`config.mk`:
```
export PLATFORM = sky130hd
export DESIGN_NAME = pwr_seq_rst
export DESIGN_NICKNAME = d
export VERILOG_FILES = /design/src/rtl/pwr_seq_pkg.sv /design/src/rtl/flag_sync.sv /design/src/rtl/flag_debounce.sv /design/src/rtl/por_timer.sv /design/src/rtl/pwr_seq_rst.sv
export SDC_FILE = /design/constraint.sdc
export NUM_CORES = 1
export LEC_CHECK = 0
export BUFFER_PORTS_ARGS = -buffer_cell sky130_fd_sc_hd__clkbuf_2
export CAP_MARGIN = 10
export CORE_MARGIN = 8
export CORE_UTILIZATION = 35
export CTS_BUF_LIST = sky130_fd_sc_hd__clkbuf_4
export DETAILED_ROUTE_END_ITERATION = 8
export PLACE_DENSITY = 0.55
export REMOVE_ABC_BUFFERS = 1
export SKIP_LAST_GASP = 1
export SLEW_MARGIN = 10
export SYNTH_ARGS = -nofsm -noshare
export SYNTH_HDL_FRONTEND = slang
export SYNTH_HIERARCHICAL = 1
export SYNTH_SLANG_ARGS = --single-unit
```
`constraint.sdc`:
```
create_clock -name clk -period 2.32 [get_ports clk]
set_input_delay 0.116 -clock clk [delete_from_list [all_inputs] [get_ports clk]]
set_output_delay 0.116 -clock clk [all_outputs]
set_load 0.05 [all_outputs]
```
`src/rtl/pwr_seq_pkg.sv`:
```
package pwr_seq_pkg;
  typedef enum logic [2:0] {
    ST_OFF     = 3'd0,
    ST_WAIT_IN = 3'd1,
    ST_POR     = 3'd2,
    ST_RUN     = 3'd3,
    ST_FAIL    = 3'd4
  } seq_state_e;

  localparam int NFLAG       = 5;
  localparam int FL_SUP_ON   = 0;
  localparam int FL_SUP_HOLD = 1;
  localparam int FL_IN_HI    = 2;
  localparam int FL_IN_LO    = 3;
  localparam int FL_IN_RST   = 4;
endpackage

```
`src/rtl/flag_sync.sv`:
```
module flag_sync #(
  parameter int WIDTH  = 5,
  parameter int STAGES = 2
) (
  input  logic             clk,
  input  logic             rst_n,
  input  logic [WIDTH-1:0] async_in,
  output logic [WIDTH-1:0] sync_out
);
  logic [WIDTH-1:0] stage_q [STAGES];

  always_ff @(posedge clk or negedge rst_n) begin
    if (!rst_n) begin
      for (int i = 0; i < STAGES; i++) stage_q[i] <= '0;
    end else begin
      stage_q[0] <= async_in;
      for (int i = 1; i < STAGES; i++) stage_q[i] <= stage_q[i-1];
    end
  end

  assign sync_out = stage_q[STAGES-1];
endmodule

```
`src/rtl/flag_debounce.sv`:
```
module flag_debounce #(
  parameter int DEB_CYC = 8
) (
  input  logic clk,
  input  logic rst_n,
  input  logic level_in,
  output logic level_out
);
  localparam int CW = (DEB_CYC > 1) ? $clog2(DEB_CYC) : 1;
  localparam logic [CW-1:0] LAST = CW'(DEB_CYC - 1);

  logic [CW-1:0] cnt_q, cnt_d;
  logic          lvl_q, lvl_d;
  logic          differs;

  assign differs = (level_in != lvl_q);

  always_comb begin
    cnt_d = cnt_q;
    lvl_d = lvl_q;
    if (!differs) begin
      cnt_d = '0;
    end else if (cnt_q == LAST) begin
      cnt_d = '0;
      lvl_d = level_in;
    end else begin
      cnt_d = cnt_q + 1'b1;
    end
  end

  always_ff @(posedge clk or negedge rst_n) begin
    if (!rst_n) begin
      cnt_q <= '0;
      lvl_q <= 1'b0;
    end else begin
      cnt_q <= cnt_d;
      lvl_q <= lvl_d;
    end
  end

  assign level_out = lvl_q;
endmodule

```
`src/rtl/por_timer.sv`:
```
module por_timer #(
  parameter int TIMEOUT_CYC = 256
) (
  input  logic clk,
  input  logic rst_n,
  input  logic run,
  output logic done
);
  localparam int TW = $clog2(TIMEOUT_CYC);
  localparam logic [TW-1:0] LAST = TW'(TIMEOUT_CYC - 1);

  logic [TW-1:0] cnt_q, cnt_d;

  always_comb begin
    if (!run) cnt_d = '0;
    else      cnt_d = cnt_q + 1'b1;
  end

  always_ff @(posedge clk or negedge rst_n) begin
    if (!rst_n) cnt_q <= '0;
    else        cnt_q <= cnt_d;
  end

  assign done = run && (cnt_q == LAST);
endmodule

```
`src/rtl/pwr_seq_rst.sv`:
```
module pwr_seq_rst
  import pwr_seq_pkg::*;
#(
  parameter int TIMEOUT_CYC = 256,
  parameter int SYNC_STAGES = 2
) (
  input  logic clk,
  input  logic rst_n,
  input  logic sup_on_raw,
  input  logic sup_hold_raw,
  input  logic in_high_raw,
  input  logic in_low_raw,
  input  logic in_rst_raw,
  input  logic wd_rst_req,
  output logic reset_n,
  output logic save_n,
  output logic wd_en
);
  localparam int DEB_CYC = (TIMEOUT_CYC / 32 > 1) ? TIMEOUT_CYC / 32 : 2;

  logic [NFLAG-1:0] raw_flags, sync_flags, deb_flags;
  seq_state_e       state_q, state_d;
  logic             save_ok_q, save_ok_d;
  logic             por_done;

  assign raw_flags[FL_SUP_ON]   = sup_on_raw;
  assign raw_flags[FL_SUP_HOLD] = sup_hold_raw;
  assign raw_flags[FL_IN_HI]    = in_high_raw;
  assign raw_flags[FL_IN_LO]    = in_low_raw;
  assign raw_flags[FL_IN_RST]   = in_rst_raw;

  flag_sync #(.WIDTH(NFLAG), .STAGES(SYNC_STAGES)) u_sync (
    .clk      (clk),
    .rst_n    (rst_n),
    .async_in (raw_flags),
    .sync_out (sync_flags)
  );

  for (genvar g = 0; g < NFLAG; g++) begin : g_deb
    flag_debounce #(.DEB_CYC(DEB_CYC)) u_deb (
      .clk       (clk),
      .rst_n     (rst_n),
      .level_in  (sync_flags[g]),
      .level_out (deb_flags[g])
    );
  end

  por_timer #(.TIMEOUT_CYC(TIMEOUT_CYC)) u_timer (
    .clk   (clk),
    .rst_n (rst_n),
    .run   (state_q == ST_POR),
    .done  (por_done)
  );

  logic sup_on, sup_hold, in_hi, in_lo, in_ok;
  assign sup_on   = deb_flags[FL_SUP_ON];
  assign sup_hold = deb_flags[FL_SUP_HOLD];
  assign in_hi    = deb_flags[FL_IN_HI];
  assign in_lo    = deb_flags[FL_IN_LO];
  assign in_ok    = deb_flags[FL_IN_RST];

  // next-state logic
  always_comb begin
    state_d = state_q;
    unique case (state_q)
      ST_OFF:     if (sup_on && sup_hold) state_d = ST_WAIT_IN;
      ST_WAIT_IN: if (in_hi)              state_d = ST_POR;
      ST_POR: begin
        if (!in_ok)        state_d = ST_FAIL;
        else if (por_done) state_d = ST_RUN;
      end
      ST_RUN:     if (!in_ok)             state_d = ST_FAIL;
      ST_FAIL:    if (in_hi)              state_d = ST_POR;
      default:                            state_d = ST_OFF;
    endcase
    if (state_q != ST_OFF && !sup_hold) state_d = ST_OFF;
  end

  // warning flag: set on high threshold, cleared on low threshold
  always_comb begin
    save_ok_d = 1'b0;
    if (state_d == ST_POR || state_d == ST_RUN) begin
      if (state_q != ST_POR && state_q != ST_RUN) save_ok_d = 1'b1;
      else if (!in_lo)                            save_ok_d = 1'b0;
      else if (in_hi)                             save_ok_d = 1'b1;
      else                                        save_ok_d = save_ok_q;
    end
  end

  always_ff @(posedge clk or negedge rst_n) begin
    if (!rst_n) begin
      state_q   <= ST_OFF;
      save_ok_q <= 1'b0;
    end else begin
      state_q   <= state_d;
      save_ok_q <= save_ok_d;
    end
  end

  assign wd_en   = (state_q == ST_RUN);
  assign reset_n = wd_en && !wd_rst_req;
  assign save_n  = (state_q == ST_POR || state_q == ST_RUN) && save_ok_q;
endmodule

```
==> flow_summary.json <==
{
  "fin_crit_sh_pct": 73.9,
  "grt_pass1_vias": 1117,
  "setup_viol": 0,
  "gp_congestion": 0.798,
  "ant_nets": 0,
  "cp_data_arrival_time_ps": 1600,
  "p_per_area_nw_per_um2": 858,
  "grt_util_met2_pct": 15.1,
  "netlist_area_um2": 1770,
  "maxSlewHeadroom_pct": 33.0,
  "synthTopCellsByCount": "dfrtp_1, and2_1, ha_1, xor2_1",
  "critPathBufInv": 1,
  "htreeDepth": 2,
  "syn_area_per_cell_um2": 13.5,
  "die_area_um2": 7590,
  "path_clk_slew_ps": 110,
  "rsz0062_at_grt": "false",
  "clk_latency_ps": 340,
  "dp.cells": 206,
  "via_count": 989,
  "cp.required_ps": 2200,
  "multiInputGateArea_um2": 681,
  "area_delta_synth_final_pct": 13.7,
  "dp_hpwl_mm": 1.83,
  "vdd_drop_max_mv": 0.458,
  "firstDrtPassIters": 4,
  "synth-async-reset-ratio_pct": 100,
  "synth_cell_types": 34,
  "crit_path_start_kind": "flip-flop",
  "status": "finished clean",
  "grt_pass1_wl_mm": 4.77,
  "yosysWarningCount": 6,
  "synth_top_area_share_pct": 59.4,
  "fin_tns_setup_ps": 0,
  "port_buffers": 10,
  "initial_core_util_pct": 35.5,
  "hp-class": "reg -> reg",
  "clock_skew_ps": 4.15,
  "die_y_um": 87.1,
  "clockRootBuffer": "clkbuf_4",
  "yosysMostFrequentCell": "dfrtp_1",
  "path_depth": 4,
  "tightest_slew_ps": 1010,
  "p_leak_nw": 0.987,
  "critical_path_class": "reg -> out",
  "numCtsBuffers": 5,
  "rr_worst_depth": 4,
  "cts_sinks": 42,
  "cap_viol_max_count": 0,
  "drt_iter0_markers": 30,
  "period_minus_slack_ps": 1710,
  "seq_area_frac_synth_pct": 59.4,
  "cp_max_fo": 6,
  "path_cells": "nor2b_2 -> and2_2 -> nor2b_1 -> clkbuf_2",
  "synth_xor_area_share_pct": 3.96,
  "cts_tree": "done",
  "max_stage_delay_ps": 440,
  "nFillCells": 469,
  "slowest_stage": "dfrtp_1",
  "antenna_found_initial": 0,
  "rows": 26,
  "coreArea_um2": 4980,
  "max_freq_ghz": 0.583,
  "synth.area.mux_share_pct": 3.18,
  "synth_compound_gate_area_share_pct": 5.23,
  "fp.dieW_um": 87.1,
  "critPathTopFamily": "simple AND/OR/NAND/NOR gates",
  "drc_errors": 0,
  "grt_max_degree": 43,
  "wirelength_mm": 2.50,
  "grt-busiest-layer": "met2",
  "finalMaxSlewViolations": 0,
  "routedWlPerCell_um": 11.4,
  "synthSimpleGateAreaFrac_pct": 18.3,
  "end_kind": "output pin",
  "synthAdderAreaFrac_pct": 7.78,
  "synth_area_leaders": "dfrtp_1, ha_1, and2_1, nor3b_2, mux2_1",
  "whs_path_depth": 0,
  "antenna_cells": 0,
  "ys.flop_type": "dfrtp_1",
  "nNetsFinal": 168,
  "yosysTopAreaCell": "dfrtp_1",
  "layout-drive-gt1-share_pct": 20.0,
  "grtUsageMet1_pct": 7.34,
  "grt-ovfl-total": 0,
  "synth_edf_count": 0,
  "cts_buffer_depth": 2,
  "ctsResizeCount": 0,
  "met3_usage_pct": 2.92,
  "vias_per_cell": 4.50,
  "track_usage_pct": 8.05,
  "fin_cells": 220,
  "synth_top_family_by_area": "simple AND/OR/NAND/NOR gates",
  "timing_hold_violations_final": 0,
  "register_area_um2": 1050,
  "syn_inst": 131,
  "synth-seq-cells": 42,
  "ios": 11
}
-- metal layers --
layer,part of all wire (%),vias up
met5,0,-
met4,2.0,0
met3,3.3,5
met2,54,9
met1,41,494
li1,-,481
-- final timing paths --
check	end	slack [ps]	from
max in group asynchronous	g_deb[4].u_deb/cnt_q[2]$_DFF_PN0_	1230	rst_n
hold reg to reg	u_sync/sync_out[0]$_DFF_PN0_	360	u_sync/stage_q[5]$_DFF_PN0_
hold / removal	u_sync/sync_out[0]$_DFF_PN0_	360	u_sync/stage_q[5]$_DFF_PN0_
min in group asynchronous	g_deb[1].u_deb/cnt_q[2]$_DFF_PN0_	470	rst_n
setup reg to reg	u_timer/cnt_q[7]$_DFF_PN0_	790	state_q[1]$_DFF_PN0_
setup / recovery	reset_n	610	state_q[1]$_DFF_PN0_
-- state kept, by name, summed over array words and instances (netlist names) --
name                   cells
g_deb.u_deb/cnt_q         15
g_deb.u_deb/level_out      5
save_ok_q                  1
state_q                    3
u_sync/stage_q             5
u_sync/sync_out            5
u_timer/cnt_q              8
-- power by group --
part / switching, W / total (W) / internal (W)
Sequential: 0.000106 / 0.000982 / 0.000876
Clock: 0.000213 / 0.000465 / 0.000252
Combinational: 0.000112 / 0.000278 / 0.000166
-- cells by family after synthesis --
group | after synthesis
muxes | 5
buffers and inverters | 5
AOI/OAI and AO/OA | 13
adders and majority gates | 11
DFF | 42
xor gates and xnor gates | 8
and+or+nand+nor | 47
-- cell usage in the layout (no fill, tap or decap), types with 3 or more instances in the layout --
cell type and instances:
nand2_1 5, nor2_1 3, clkbuf_4 7, clkbuf_2 10, ha_1 11, nor3b_2 5
xor2_1 6, dlygate4sd3_1 6, o21ai_0 4, dfrtp_1 42, and2_1 14, mux2_1 5
-- worst register-to-register path: stages (launching register included) --
cell and delay [ps]:
dfrtp_1 440, nor2b_2 250, and2b_2 240, or4b_1 440, o21ai_0 90
-- cell type report --
class | count | area share (%)
Clock buffer | 7 | 2.61
Clock inverter | 1 | 1.49
Multi-Input combinational cell | 84 | 33.8
Sequential cell | 42 | 52.2
Tap cell | 70 | 4.35
Timing Repair Buffer | 16 | 5.47
-- stage by stage --
step                area, µm²  total power [W]  setup WS [ps]  hold WS [ps]  utilization (%)
floorplan                1730          0.00118            523          -180                -
global placement         1870          0.00125            885           226             37.6
detailed placement       1870          0.00128            818           226             37.6
CTS                      2010          0.00176            571           363             40.4
global route             2010          0.00186            471           368             40.4
finish                   2010          0.00173            606           358             40.4
-- repair_timing --
action                    CTS  global route
hold buffers                6             0
setup buffers               0             0
hold endpoints to repair   47             0
Power figures use the tool's default switching activity.
